--- src/rtl/tz_pkg.sv ---
package tz_pkg;
  localparam int QCNT_W = 3;

  // Nonlinear run-length decode: 1, 2, 4, 6 conversions.
  function automatic logic [QCNT_W-1:0] run_len(input logic [1:0] code);
    logic [QCNT_W-1:0] n;
    case (code)
      2'd0:    n = QCNT_W'(1);
      2'd1:    n = QCNT_W'(2);
      2'd2:    n = QCNT_W'(4);
      default: n = QCNT_W'(6);
    endcase
    return n;
  endfunction
endpackage

--- src/rtl/tz_fault_queue.sv ---
module tz_fault_queue #(
  parameter int TW = 8,
  parameter int CW = 3
) (
  input  logic                 clk,
  input  logic                 rst,
  input  logic                 hit,
  input  logic                 run,
  input  logic signed [TW-1:0] temp,
  input  logic signed [TW-1:0] set_lim,
  input  logic signed [TW-1:0] hyst_lim,
  input  logic [CW-1:0]        need,
  output logic                 hot_q,
  output logic                 hot_d,
  output logic                 evt_over,
  output logic                 evt_under
);
  logic [CW-1:0] cnt_q, cnt_d;
  logic [CW:0]   cnt_inc;
  logic          cond, step, reach;

  always_comb begin
    // Hot zones count toward release, cool zones toward tripping.
    cond    = hot_q ? (temp < hyst_lim) : (temp > set_lim);
    step    = hit & run;
    cnt_inc = {1'b0, cnt_q} + (CW+1)'(1);
    reach   = cnt_inc >= {1'b0, need};
    cnt_d     = cnt_q;
    hot_d     = hot_q;
    evt_over  = 1'b0;
    evt_under = 1'b0;
    if (step) begin
      if (cond) begin
        if (reach) begin
          hot_d     = ~hot_q;
          cnt_d     = '0;
          evt_over  = ~hot_q;
          evt_under = hot_q;
        end else begin
          cnt_d = cnt_inc[CW-1:0];
        end
      end else begin
        cnt_d = '0;
      end
    end
  end

  always_ff @(posedge clk) begin
    if (rst) begin
      cnt_q <= '0;
      hot_q <= 1'b0;
    end else begin
      cnt_q <= cnt_d;
      hot_q <= hot_d;
    end
  end

  // state moves only on this zone's own conversion while running
  p_hold_without_conv_r3: assert property (@(posedge clk) disable iff (rst)
    !(hit && run) |=> $stable(hot_q) && $stable(cnt_q));

  // a failing conversion empties the run
  p_miss_clears_r2: assert property (@(posedge clk) disable iff (rst)
    (hit && run && !cond) |=> (cnt_q == '0) && $stable(hot_q));
endmodule

--- src/rtl/tz_irq_gen.sv ---
module tz_irq_gen #(
  parameter int NZ = 2
) (
  input  logic          clk,
  input  logic          rst,
  input  logic [NZ-1:0] hot_d,
  input  logic [NZ-1:0] evt_over,
  input  logic [NZ-1:0] evt_under,
  input  logic          mode_intr,
  input  logic          irq_mask,
  input  logic          shutdown,
  input  logic          stat_rd,
  input  logic          any_rd,
  output logic          irq_n_q,
  output logic [NZ-1:0] stat_q
);
  logic [NZ-1:0] evt_rec, stat_d;
  logic          latch_q, latch_d, irq_n_d, rd_any;

  always_comb begin
    rd_any  = stat_rd | any_rd;
    // Comparator mode records only upward crossings; interrupt mode both.
    evt_rec = evt_over | (evt_under & {NZ{mode_intr}});

    if (shutdown) stat_d = '0;
    else          stat_d = (stat_q & ~{NZ{stat_rd}}) | evt_rec;

    if (shutdown || !mode_intr)        latch_d = 1'b0;
    else if ((|evt_rec) && !irq_mask)  latch_d = 1'b1;
    else if (rd_any)                   latch_d = 1'b0;
    else                               latch_d = latch_q;

    if (shutdown)       irq_n_d = 1'b1;
    else if (mode_intr) irq_n_d = ~(latch_d & ~irq_mask);
    else                irq_n_d = ~((|hot_d) & ~irq_mask);
  end

  always_ff @(posedge clk) begin
    if (rst) begin
      stat_q  <= '0;
      latch_q <= 1'b0;
      irq_n_q <= 1'b1;
    end else begin
      stat_q  <= stat_d;
      latch_q <= latch_d;
      irq_n_q <= irq_n_d;
    end
  end

  // shutdown quiets the line and empties status
  p_shutdown_quiet_r9: assert property (@(posedge clk) disable iff (rst)
    shutdown |=> irq_n_q && (stat_q == '0));

  // masked line never drives low
  p_mask_quiet_r6: assert property (@(posedge clk) disable iff (rst)
    irq_mask |=> irq_n_q);

  // a read with no new event releases an interrupt-mode line
  p_read_release_r6: assert property (@(posedge clk) disable iff (rst)
    (mode_intr && rd_any && (evt_rec == '0)) |=> irq_n_q);

  // status bits only go away through a status read or shutdown
  p_stat_sticky_r5: assert property (@(posedge clk) disable iff (rst)
    (!stat_rd && !shutdown) |=> ((stat_q & $past(stat_q)) == $past(stat_q)));
endmodule

--- src/rtl/tzone_irq_ctrl.sv ---
module tzone_irq_ctrl
  import tz_pkg::*;
#(
  parameter int TW    = 8,
  parameter int NZONE = 2,
  localparam int ZW   = (NZONE > 1) ? $clog2(NZONE) : 1
) (
  input  logic                clk,
  input  logic                rst,
  input  logic                conv_done,
  input  logic [ZW-1:0]       conv_zone,
  input  logic [TW-1:0]       conv_temp,
  input  logic [NZONE*TW-1:0] set_lim,
  input  logic [NZONE*TW-1:0] hyst_lim,
  input  logic [1:0]          qdepth,
  input  logic                mode_intr,
  input  logic                irq_mask,
  input  logic                shutdown,
  input  logic                stat_rd,
  input  logic                any_rd,
  output logic                irq_n,
  output logic [NZONE-1:0]    zone_stat,
  output logic [NZONE-1:0]    zone_hot
);
  logic [QCNT_W-1:0]   need;
  logic [NZONE-1:0]    hot_d, evt_over, evt_under;
  logic signed [TW-1:0] temp_s;

  assign need   = run_len(qdepth);
  assign temp_s = conv_temp;

  for (genvar z = 0; z < NZONE; z++) begin : g_zone
    logic signed [TW-1:0] set_z, hyst_z;
    logic                 hit_z;
    assign set_z  = set_lim[z*TW +: TW];
    assign hyst_z = hyst_lim[z*TW +: TW];
    assign hit_z  = conv_done && (conv_zone == ZW'(z));

    tz_fault_queue #(.TW(TW), .CW(QCNT_W)) u_fq (
      .clk      (clk),
      .rst      (rst),
      .hit      (hit_z),
      .run      (~shutdown),
      .temp     (temp_s),
      .set_lim  (set_z),
      .hyst_lim (hyst_z),
      .need     (need),
      .hot_q    (zone_hot[z]),
      .hot_d    (hot_d[z]),
      .evt_over (evt_over[z]),
      .evt_under(evt_under[z])
    );
  end

  tz_irq_gen #(.NZ(NZONE)) u_irq (
    .clk      (clk),
    .rst      (rst),
    .hot_d    (hot_d),
    .evt_over (evt_over),
    .evt_under(evt_under),
    .mode_intr(mode_intr),
    .irq_mask (irq_mask),
    .shutdown (shutdown),
    .stat_rd  (stat_rd),
    .any_rd   (any_rd),
    .irq_n_q  (irq_n),
    .stat_q   (zone_stat)
  );
endmodule

--- config.mk ---
export PLATFORM = sky130hd
export DESIGN_NAME = tzone_irq_ctrl
export DESIGN_NICKNAME = d
export VERILOG_FILES = /design/src/rtl/tz_pkg.sv /design/src/rtl/tz_fault_queue.sv /design/src/rtl/tz_irq_gen.sv /design/src/rtl/tzone_irq_ctrl.sv
export SDC_FILE = /design/constraint.sdc
export NUM_CORES = 1
export LEC_CHECK = 0
export ABC_AREA = 1
export BUFFER_PORTS_ARGS = -buffer_cell sky130_fd_sc_hd__buf_2
export CAP_MARGIN = 20
export CORE_MARGIN = 2
export CORE_UTILIZATION = 35
export DETAILED_ROUTE_END_ITERATION = 7
export PLACE_DENSITY = 0.69
export SLEW_MARGIN = 20
export SYNTH_ARGS = -nofsm -noshare
export SYNTH_HDL_FRONTEND = slang
export SYNTH_SLANG_ARGS = --single-unit
--- constraint.sdc ---
create_clock -name clk -period 4.3 [get_ports clk]
set_input_delay 0.43 -clock clk [delete_from_list [all_inputs] [get_ports clk]]
set_output_delay 0.43 -clock clk [all_outputs]
set_load 0.1 [all_outputs]
==> results of run 1 <==
-- worst max path at each step --
stage                                              start                       end  slack, ns  depth (start not counted)
finish              g_zone[0].u_fq.cnt_q[0]$_SDFFE_PP0P_  u_irq.irq_n_q$_SDFF_PP1_       1.94                         15
global route        g_zone[0].u_fq.cnt_q[0]$_SDFFE_PP0P_  u_irq.irq_n_q$_SDFF_PP1_       1.70                         15
detailed placement                             qdepth[0]  u_irq.latch_q$_SDFF_PP0_       1.96                         16
floorplan           g_zone[0].u_fq.cnt_q[0]$_SDFFE_PP0P_  u_irq.latch_q$_SDFF_PP0_       2.15                         14
global placement                               qdepth[0]  u_irq.latch_q$_SDFF_PP0_       2.05                         16
CTS                 g_zone[0].u_fq.cnt_q[0]$_SDFFE_PP0P_  u_irq.irq_n_q$_SDFF_PP1_       1.95                         15
-- power groups by stage --
stage | Combinational (mW) | Sequential, mW | Clock [mW]
after floorplan | 0.109 | 0.121 | 0
after global routing | 0.185 | 0.117 | 0.133
after global placement | 0.155 | 0.119 | 0
final | 0.158 | 0.116 | 0.126
after detailed placement | 0.159 | 0.119 | 0
after CTS | 0.160 | 0.116 | 0.131
-- per-stage QoR --
step / instance area [sq um] / std cells / worst slack, ns / util, %
6_report: 2120 / 386 / 1.94 / 44.6
4_1_cts: 2120 / 386 / 1.95 / 44.6
5_1_grt: 2120 / 386 / 1.70 / 44.6
3_3_place_gp: 2070 / 382 / 2.05 / 43.5
2_1_floorplan: 1730 / 263 / 2.15 / -
3_5_place_dp: 2070 / 382 / 1.96 / 43.5
-- logic make-up (layout without fill, tap and decap cells) --
kind of cell	after synthesis	after routing
AOI/OAI and AO/OA	31	31
xor gates and xnor gates	2	2
adders and majority gates	42	42
buffers and inverters	65	121
DFF	12	12
and+or+nand+nor	111	111
-- synth_stat cells (all sizes together) --
cell and instances:
dfxtp 12, a21o 2, nor3 3, o21a 2, nand3 15, o21ai 5
nor2 20, xor2 2, a21boi 3, ha 42, clkbuf 1, a21oi 19
nand2 67, buf 2, inv 62, nand4 5, nand3b 1
-- worst min-delay path: cells and delay by family --
family        cells  cell delay, ns
buf+inv           1            0.14
simple gates      2            0.11
-- metal layers --
layer	global-route usage [%]	vias up	share of wire (%)
li1	-	943	-
met1	17.9	709	47
met2	26.6	41	47
met3	2.98	11	4.1
met4	4.76	0	2.3
met5	0	-	0
-- flip-flops by register name (all words and copies together) (netlist names) --
register / cells
g_zone.u_fq.cnt_q: 6
u_irq.irq_n_q: 1
u_irq.latch_q: 1
u_irq.stat_q: 2
g_zone.u_fq.hot_q: 2
-- layout make-up --
cell class	instances	area (sq um)	area share, %
clock buffers	4	55.1	2.59
inverters	62	233	11.0
multi-input cells	186	1230	58.2
flip-flops and latches	12	240	11.3
well taps	67	83.8	3.95
repair buffers	55	275	13.0
==> metrics.yaml, run 1 <==
synthesis:
  synth_cell_types: 23
  synth_top_family_by_area: "adder cells"
  ys_top_cells_by_area: "ha_1 30%, dfxtp_1 14%, nand2_1 14%"
  synthMuxAreaShare_pct: 0
  synth_seq_cells: 12
  avgSynthCellArea_sq_um: 6.57
  yosysTopAreaCell: "ha_1"
  seq_area_frac_synth_pct: 13.9
  synthXorXnorAreaFrac_pct: 1.01
  synthAdderAreaFrac_pct: 30.4
  synthSimpleGateAreaFrac_pct: 30.1
  syn-num-nets: 356
  yosys_warnings: 0
  synth_top_area_share_pct: 30.4
  synth_compound_area_share_pct: 10.0
  synthCells: 263
  synthesis.area_sq_um: 1730
clocking:
  clock_path_buffers: 2
  clock_sinks: 12
  root_buffer: "clkbuf_8"
  cts_resized: 0
  htreeDepth: 1
  ctsHoldBuffers: 0
  cts_tree: "yes"
  numCtsBuffers: 3
  clk_pin_slew_ns: 0.06
  cts_setup_buffers: 0
  insertion_delay_ns: 0.25
floorplan:
  core_area_sq_um: 4750
  start_util_pct: 36.3
  dieWidth_um: 74.2
  rows: 25
  dieArea_sq_um: 5510
  io_pins: 56
  die_h_um: 74.2
global_routing:
  antenna_found_initial: 0
  grt_start_max_net_pins: 11
  grt_overflow: 0
  grt_usage_pct: 14.9
  grt_pass1_wl_um: 6510
  first_global_vias: 1623
hold_path:
  min_path_type: "in2reg"
  hold_depth: 3
  min_to: "u_irq.irq_n_q$_SDFF_PP1_"
  hp-start: "mode_intr"
final_layout:
  final_cell_mix: "64 x nand2_1, 59 x inv_1, 55 x buf_2, 42 x ha_1, 19 x a21oi_1"
  fillers: 508
  layout_commonest_cell: "nand2_1"
  nets: 413
  diodes: 0
  area_delta_synth_final_pct: 22.9
  drive_gt1_share_pct: 24.1
job:
  drv_cap: 0
routing:
  drtIter0Drc: 62
  ant_nets: 0
  viasPerCell: 4.41
  wl_per_cell_um: 9.71
  routed_wl_um: 3750
  drt-pass1-iter-count: 4
  vias: 1704
  drcViolationCount: 0
worst_setup_path:
  reg2reg_depth: 15
  critPathMostFrequentCell: "nand2_1"
  startpoint_type: "flip-flop"
  endpoint_kind: "flip-flop"
  crit_type: "reg2reg"
  reg2reg_slack_ns: 1.94
  worst-path-max-fanout: 5
  r2r_start: "g_zone[0].u_fq.cnt_q[0]$_SDFFE_PP0P_"
  crit_chain: "ha_1 > ha_1 > a21boi_0 > o21ai_0 > nand3b_1 > ha_1 > a21oi_1 > nor2_1 > nand3_1 > nand2_1 > nand2_1 > nand2_1 > nand2_1 > nand2_1 > nand2_1"
  timing.rr.end: "u_irq.irq_n_q$_SDFF_PP1_"
  max_stage_delay_ns: 0.34
  critPathArrivalTime_ns: 2.55
  slowest_stage: "dfxtp_1"
  cp.required_ns: 4.49
  crit_family: "adder cells"
  critPathBufInv: 0
sta:
  max_freq_ghz: 0.424
  finalCritPeriodShare_pct: 54.9
  fin_skew_ns: 0.00508
  fin_hold_ws_ns: 0.465
  timing.setup.tns_ns: 0
  drv_slew: 0
  max_slew_margin_pct: 67.6
  hold_viol: 0
  layout_min_cycle_time_ns: 2.36
  worst_pin_slew_ns: 0.489
  rsz0062_at_grt: "no"
  finalSetupViolations: 0
pwr:
  seqPwrFrac_pct: 29.0
  swShare_pct: 35.3
  finalPower_mw: 0.401
  p_comb_share_pct: 39.5
  power_density_nw_per_um2: 189
  p_clk_share_pct: 31.5
  p_int_mw: 0.259
  vdd_drop_max_mv: 0.0711
  p_switching_mw: 0.141
  p_leak_nw: 1.32
placed_design:
  portBuffers: 55
  finalWeightedCongestion: 0.824
  dp_hpwl_um: 3250
outcome:
  run_status: "completed"
No activity file was read; power rests on OpenSTA's default activity.
==> run 2: changes to the inputs <==
clock period = 2.4 ns   (was 4.3 ns; I/O delays follow)
==> metrics.yaml, run 2 (synthesis results as in run 1) <==
sta:
  finalCritPeriodShare_pct: 92.8  # +38 points
  layout_setup_ws_ns: 0.173  # -1.77 ns
  fin_skew_ns: 0.00193  # -0.00315 ns
  hold_viol: 0  # unchanged
  worst_pin_slew_ns: 0.492  # +0.00285 ns
  layout_min_cycle_time_ns: 2.23  # -0.132 ns
  drv_slew: 0  # unchanged
  finalSetupViolations: 0  # unchanged
  max_freq_ghz: 0.449  # +5.9%
  timing.setup.tns_ns: 0  # unchanged
  max_slew_margin_pct: 67.4  # -0.19 points
clocking:
  root_buffer: "clkbuf_8"
  ctsHoldBuffers: 0  # unchanged
  numCtsBuffers: 3  # unchanged
  clock_path_buffers: 2  # unchanged
  htreeDepth: 1  # unchanged
  clk_pin_slew_ns: 0.05  # about the same
  clock_sinks: 12  # unchanged
  cts_tree: "yes"
  insertion_delay_ns: 0.24  # about the same
worst_setup_path:
  critPathArrivalTime_ns: 2.36  # -0.19 ns
  reg2reg_depth: 14  # -1
  worst-path-max-fanout: 5  # unchanged
  cp.required_ns: 2.53  # -1.96 ns
  max_stage_delay_ns: 0.34  # about the same
  crit_type: "reg2reg"
  slowest_stage: "dfxtp_2"
  reg2reg_slack_ns: 0.17  # -1.77 ns
  endpoint: "u_irq.latch_q$_SDFF_PP0_"
  startpoint: "g_zone[0].u_fq.cnt_q[0]$_SDFFE_PP0P_"
  r2r_start: "g_zone[0].u_fq.cnt_q[0]$_SDFFE_PP0P_"
  critPathBufInv: 0  # unchanged
  timing.rr.end: "u_irq.latch_q$_SDFF_PP0_"
  crit_chain: "ha_1 > ha_1 > a21boi_1 > o21ai_1 > nand3b_1 > ha_2 > a21oi_1 > nor2_1 > nand3_1 > nand2_1 > nand2_1 > nand2_1 > nand2_1 > nor2_1"
  endpoint_kind: "flip-flop"
  crit_family: "adder cells"
  critPathMostFrequentCell: "nand2_1"
  startpoint_type: "flip-flop"
  worst-path-stages: 14  # -1
routing:
  routed_wl_um: 3600  # -4.0%
  wl_met3_um: 147  # -5.2%
  dr.max_layer_used: "met4"
  drtIter0Drc: 28  # -55%
  viasPerCell: 4.40  # -0.29%
  wl_per_cell_um: 9.32  # -4.0%
  met2_wirelength_um: 1630  # -6.8%
  vias: 1699  # -0.29%
  m1WireLength_um: 1740  # -0.68%
  drcViolationCount: 0  # unchanged
  ant_nets: 0  # unchanged
  drt-pass1-iter-count: 4  # unchanged
final_layout:
  fillers: 513  # +0.98%
  diodes: 0  # unchanged
  drive_gt1_share_pct: 25.7  # +1.6 points
  nets: 413  # unchanged
  final_cell_mix: "64 x nand2_1, 59 x inv_1, 55 x buf_2, 39 x ha_1, 19 x a21oi_1"
  layout_commonest_cell: "nand2_1"
  regMostFlops: "g_zone.u_fq.cnt_q"
  reg_top3: "g_zone.u_fq.cnt_q x6, g_zone.u_fq.hot_q x2, u_irq.stat_q x2"
  area_delta_synth_final_pct: 23.5
  largest_reg_flops: 6  # unchanged
pwr:
  p_leak_nw: 1.31  # -0.36%
  p_switching_mw: 0.253  # +79%
  p_int_mw: 0.465  # +79%
  power_density_nw_per_um2: 337  # +78%
  p_comb_share_pct: 39.5  # about the same
  p_clk_share_pct: 31.5  # about the same
  finalPower_mw: 0.718  # +79%
  seqPwrFrac_pct: 29.0  # about the same
  vdd_drop_max_mv: 0.167  # +140%
  swShare_pct: 35.2  # -0.096 points
job:
  drv_cap: 0  # unchanged
floorplan:
  rows: 25  # unchanged
  dieArea_sq_um: 5510  # unchanged
  io_pins: 56  # unchanged
  start_util_pct: 36.3  # unchanged
  dieWidth_um: 74.2  # unchanged
  die_h_um: 74.2  # unchanged
  core_area_sq_um: 4750  # unchanged
placed_design:
  finalWeightedCongestion: 0.831  # +0.89%
  place_ws_ns: 0.107  # -1.86 ns
  portBuffers: 55  # unchanged
  dp_hpwl_um: 3170  # -2.5%
outcome:
  run_status: "completed"
global_routing:
  antenna_found_initial: 0  # unchanged
  grt_overflow: 0  # unchanged
  first_global_vias: 1531  # -5.7%
  grt_pass1_wl_um: 6070  # -6.9%
  grt_start_max_net_pins: 11  # unchanged
  grt_usage_pct: 13.8  # -1.1 points
hold_path:
  min_path_type: "in2reg"
==> run 2: cell counts in the layout (fill, tap and decap cells not counted) <==
No cell type changed its count.
==> run 2: final cells by class <==
| type | count | area [sq um] | share of cell area, % |
|---|---|---|---|
| Clock buffer | 4 | 55.1 | 2.58 |
| Tap cell | 67 | 83.8 | 3.93 |
| Inverter | 62 | 233 | 10.9 |
| Multi-Input combinational cell | 186 | 1240 | 58.3 |
| Sequential cell | 12 | 243 | 11.4 |
| Timing Repair Buffer | 55 | 275 | 12.9 |
==> run 2: tightest hold or removal path: stages <==
cell and delay [ns]:
buf_2 0.13, nand2_1 0.06, nand2_1 0.04
==> run 2: metal layers <==
metal	vias to the layer above	track usage [%]
met4	0	3.77
li1	943	-
met3	8	2.71
met5	-	0
met2	31	25.0
met1	717	16.7
==> run 2: what timing repair did <==
item,4_1_cts,5_1_grt
gates resized for setup,0,8
buffers inserted,0,0
setup endpoints to repair,0,2
==> run 2: power groups by stage <==
stage | sequential [mW] | clock, mW | combinational (mW)
detailed placement | 0.212 | 0 | 0.284
global route | 0.209 | 0.241 | 0.332
global placement | 0.212 | 0 | 0.278
CTS | 0.208 | 0.231 | 0.286
floorplan | 0.216 | 0 | 0.195
finish | 0.208 | 0.226 | 0.283
==> run 2: per-stage QoR <==
| stage | util, % | instances | hold slack, ns | area (sq um) |
|---|---|---|---|---|
| floorplan | - | 263 | 0.343 | 1730 |
| CTS | 44.6 | 386 | 0.254 | 2120 |
| global placement | 43.5 | 382 | 0.468 | 2070 |
| detailed placement | 43.5 | 382 | 0.471 | 2070 |
| global route | 44.8 | 386 | 0.278 | 2130 |
| finish | 44.8 | 386 | 0.264 | 2130 |
==> run 2: how the worst min path moves through the flow <==
stage | from | endpoint | slack, ns | cells past startpoint
CTS | mode_intr | u_irq.irq_n_q$_SDFF_PP1_ | 0.25 | 3
floorplan | mode_intr | u_irq.irq_n_q$_SDFF_PP1_ | 0.34 | 2
detailed placement | u_irq.stat_q[0]$_SDFF_PP0_ | u_irq.stat_q[0]$_SDFF_PP0_ | 0.47 | 2
global placement | u_irq.stat_q[1]$_SDFF_PP0_ | u_irq.stat_q[1]$_SDFF_PP0_ | 0.47 | 2
global route | mode_intr | u_irq.irq_n_q$_SDFF_PP1_ | 0.28 | 3
finish | mode_intr | u_irq.irq_n_q$_SDFF_PP1_ | 0.26 | 3
==> run 3: changes to the inputs <==
CTS_BUF_LIST = sky130_fd_sc_hd__clkbuf_8   (was not set)
PLACE_DENSITY = 0.71   (was 0.69)
clock period = 1.8 ns   (was 2.4 ns; I/O delays follow)
==> metrics.yaml, run 3 (synthesis results as in run 1) <==
worst_setup_path:
  slowest_stage: "dfxtp_4"
  max_stage_delay_ns: 0.34  # about the same
  startpoint_type: "flip-flop"
  crit_chain: "ha_4 > ha_4 > a21boi_2 > o21ai_1 > nand3b_1 > ha_2 > a21oi_2 > nor2_1 > nand3_1 > nand2_1 > nand2_1 > nand2_1 > nand2_2 > nor2_1"
  critPathMostFrequentCell: "nand2_1"
  endpoint_kind: "flip-flop"
  worst-path-max-fanout: 3  # -2
  cp.required_ns: 1.92  # -0.61 ns
  critPathArrivalTime_ns: 2.22  # -0.14 ns
  crit_type: "reg2reg"
job:
  drv_cap: 0  # unchanged
pwr:
  p_leak_nw: 1.39  # +5.9%
  finalPower_mw: 0.950  # +32%
  power_density_nw_per_um2: 401  # +19%
  vdd_drop_max_mv: 0.147  # -12%
clocking:
  numCtsBuffers: 3  # unchanged
  root_buffer: "clkbuf_8"
  ctsHoldBuffers: 0  # unchanged
  insertion_delay_ns: 0.24  # about the same
  clock_sinks: 12  # unchanged
  clock_path_buffers: 2  # unchanged
  clk_pin_slew_ns: 0.05  # about the same
  htreeDepth: 1  # unchanged
  cts_tree: "yes"
sta:
  max_freq_ghz: 0.477  # +6.3%
  max_slew_margin_pct: 67.8  # +0.38 points
  finalCritPeriodShare_pct: 116  # +24 points
  layout_min_cycle_time_ns: 2.10  # -0.131 ns
  fin_hold_ws_ns: 0.232  # -0.0318 ns
  finalSetupViolations: 8  # +8
  layout_setup_ws_ns: -0.296  # -0.469 ns
  fin_skew_ns: 0.00270  # +0.000770 ns
  rsz0062_at_grt: "yes"
  drv_slew: 0  # unchanged
  hold_viol: 0  # unchanged
  worst_pin_slew_ns: 0.486  # -0.00572 ns
routing:
  routed_wl_um: 4100  # +14%
  drcViolationCount: 0  # unchanged
  viasPerCell: 4.48  # +1.9%
  ant_nets: 0  # unchanged
  vias: 1789  # +5.3%
  wl_met3_um: 137  # -6.8%
  drt-pass1-iter-count: 4  # unchanged
  wl_per_cell_um: 10.3  # +10%
  drtIter0Drc: 60  # +110%
  met2_wirelength_um: 1970  # +21%
  m1WireLength_um: 1950  # +12%
  dr.max_layer_used: "met4"
final_layout:
  area_delta_synth_final_pct: 37.1
  fillers: 469  # -8.6%
  nets: 427  # +3.4%
  largest_reg_flops: 6  # unchanged
  diodes: 0  # unchanged
  drive_gt1_share_pct: 34.3  # +8.6 points
  reg_top3: "g_zone.u_fq.cnt_q x6, g_zone.u_fq.hot_q x2, u_irq.stat_q x2"
  layout_commonest_cell: "nand2_1"
  regMostFlops: "g_zone.u_fq.cnt_q"
  final_cell_mix: "63 x nand2_1, 59 x inv_1, 55 x buf_2, 34 x ha_1, 16 x a21oi_1"
floorplan:
  io_pins: 56  # unchanged
  dieArea_sq_um: 5510  # unchanged
  start_util_pct: 36.3  # unchanged
  die_h_um: 74.2  # unchanged
  rows: 25  # unchanged
  dieWidth_um: 74.2  # unchanged
  core_area_sq_um: 4750  # unchanged
hold_path:
  min_path_type: "in2reg"
global_routing:
  grt_overflow: 0  # unchanged
  antenna_found_initial: 0  # unchanged
  grt_start_max_net_pins: 11  # unchanged
  grt_pass1_wl_um: 6760  # +11%
  grt_usage_pct: 15.4  # +1.5 points
  first_global_vias: 1697  # +11%
placed_design:
  finalWeightedCongestion: 0.809  # -2.7%
  portBuffers: 55  # unchanged
  dp_hpwl_um: 3440  # +8.8%
outcome:
  run_status: "finished with violations"
  failed_checks: "negative setup slack"
-- run 3: changes by cell type in the layout (fill, tap and decap cells not counted), sizes merged --
cell	change
clkbuf	-1
buf	+14
-- run 3: final cells by class --
| class | instances | area (sq um) | share of cell area [%] |
|---|---|---|---|
| Tap cell | 67 | 83.8 | 3.54 |
| Timing Repair Buffer | 69 | 388 | 16.4 |
| Clock buffer | 3 | 41.3 | 1.74 |
| Multi-Input combinational cell | 186 | 1370 | 57.9 |
| Inverter | 62 | 233 | 9.83 |
| Sequential cell | 12 | 250 | 10.6 |
-- run 3: worst paths after layout --
| check | start | to | slack [ns] | depth (start not counted) |
|---|---|---|---|---|
| worst min-delay path | mode_intr | u_irq.irq_n_q$_SDFF_PP1_ | 0.23 | 3 |
| worst min register to register | u_irq.stat_q[0]$_SDFF_PP0_ | u_irq.stat_q[0]$_SDFF_PP0_ | 0.50 | 2 |
| worst max-delay path | g_zone[0].u_fq.cnt_q[0]$_SDFFE_PP0P_ | u_irq.latch_q$_SDFF_PP0_ | -0.30 | 14 |
| worst max register to register | g_zone[0].u_fq.cnt_q[0]$_SDFFE_PP0P_ | u_irq.latch_q$_SDFF_PP0_ | -0.30 | 14 |
-- run 3: through the flow --
stage          cell area, sq um  std cells  utilization [%]  setup TNS (ns)  worst slack (ns)
3_5_place_dp               2230        394             47.0           -1.22            -0.280
2_1_floorplan              1800        263                -          -0.459            -0.200
6_report                   2370        399             49.8           -1.22            -0.296
4_1_cts                    2310        397             48.6          -0.980            -0.252
5_1_grt                    2370        399             49.8           -2.23            -0.495
3_3_place_gp               2230        394             47.0          -0.798            -0.215
-- run 3: worst max-delay path: cells and delay by family, from the launching register on --
| kind | cells | cell delay (ns) |
|---|---|---|
| AOI/OAI and AO/OA | 3 | 0.36 |
| and+or+nand+nor | 8 | 0.57 |
| adders and majority gates | 3 | 0.70 |
| DFF | 1 | 0.34 |
-- run 3: timing repair --
action                     in CTS  in global routing
pin swaps                      13                 14
setup endpoints to repair      10                 12
resized for setup               5                 13
buffers inserted                1                  4
-- run 3: layer usage --
| layer | track usage, % | vias up |
|---|---|---|
| met2 | 27.5 | 31 |
| li1 | - | 970 |
| met1 | 19.3 | 782 |
| met3 | 2.71 | 6 |
| met5 | 0 | - |
| met4 | 3.37 | 0 |
-- run 3: power breakdown --
part / internal [mW] / leakage, nW / switching (mW)
Combinational: 0.188 / 1.27 / 0.248
Sequential: 0.270 / 0.0996 / 0.00636
Clock: 0.147 / 0.0216 / 0.0905
Total: 0.605 / 1.39 / 0.345
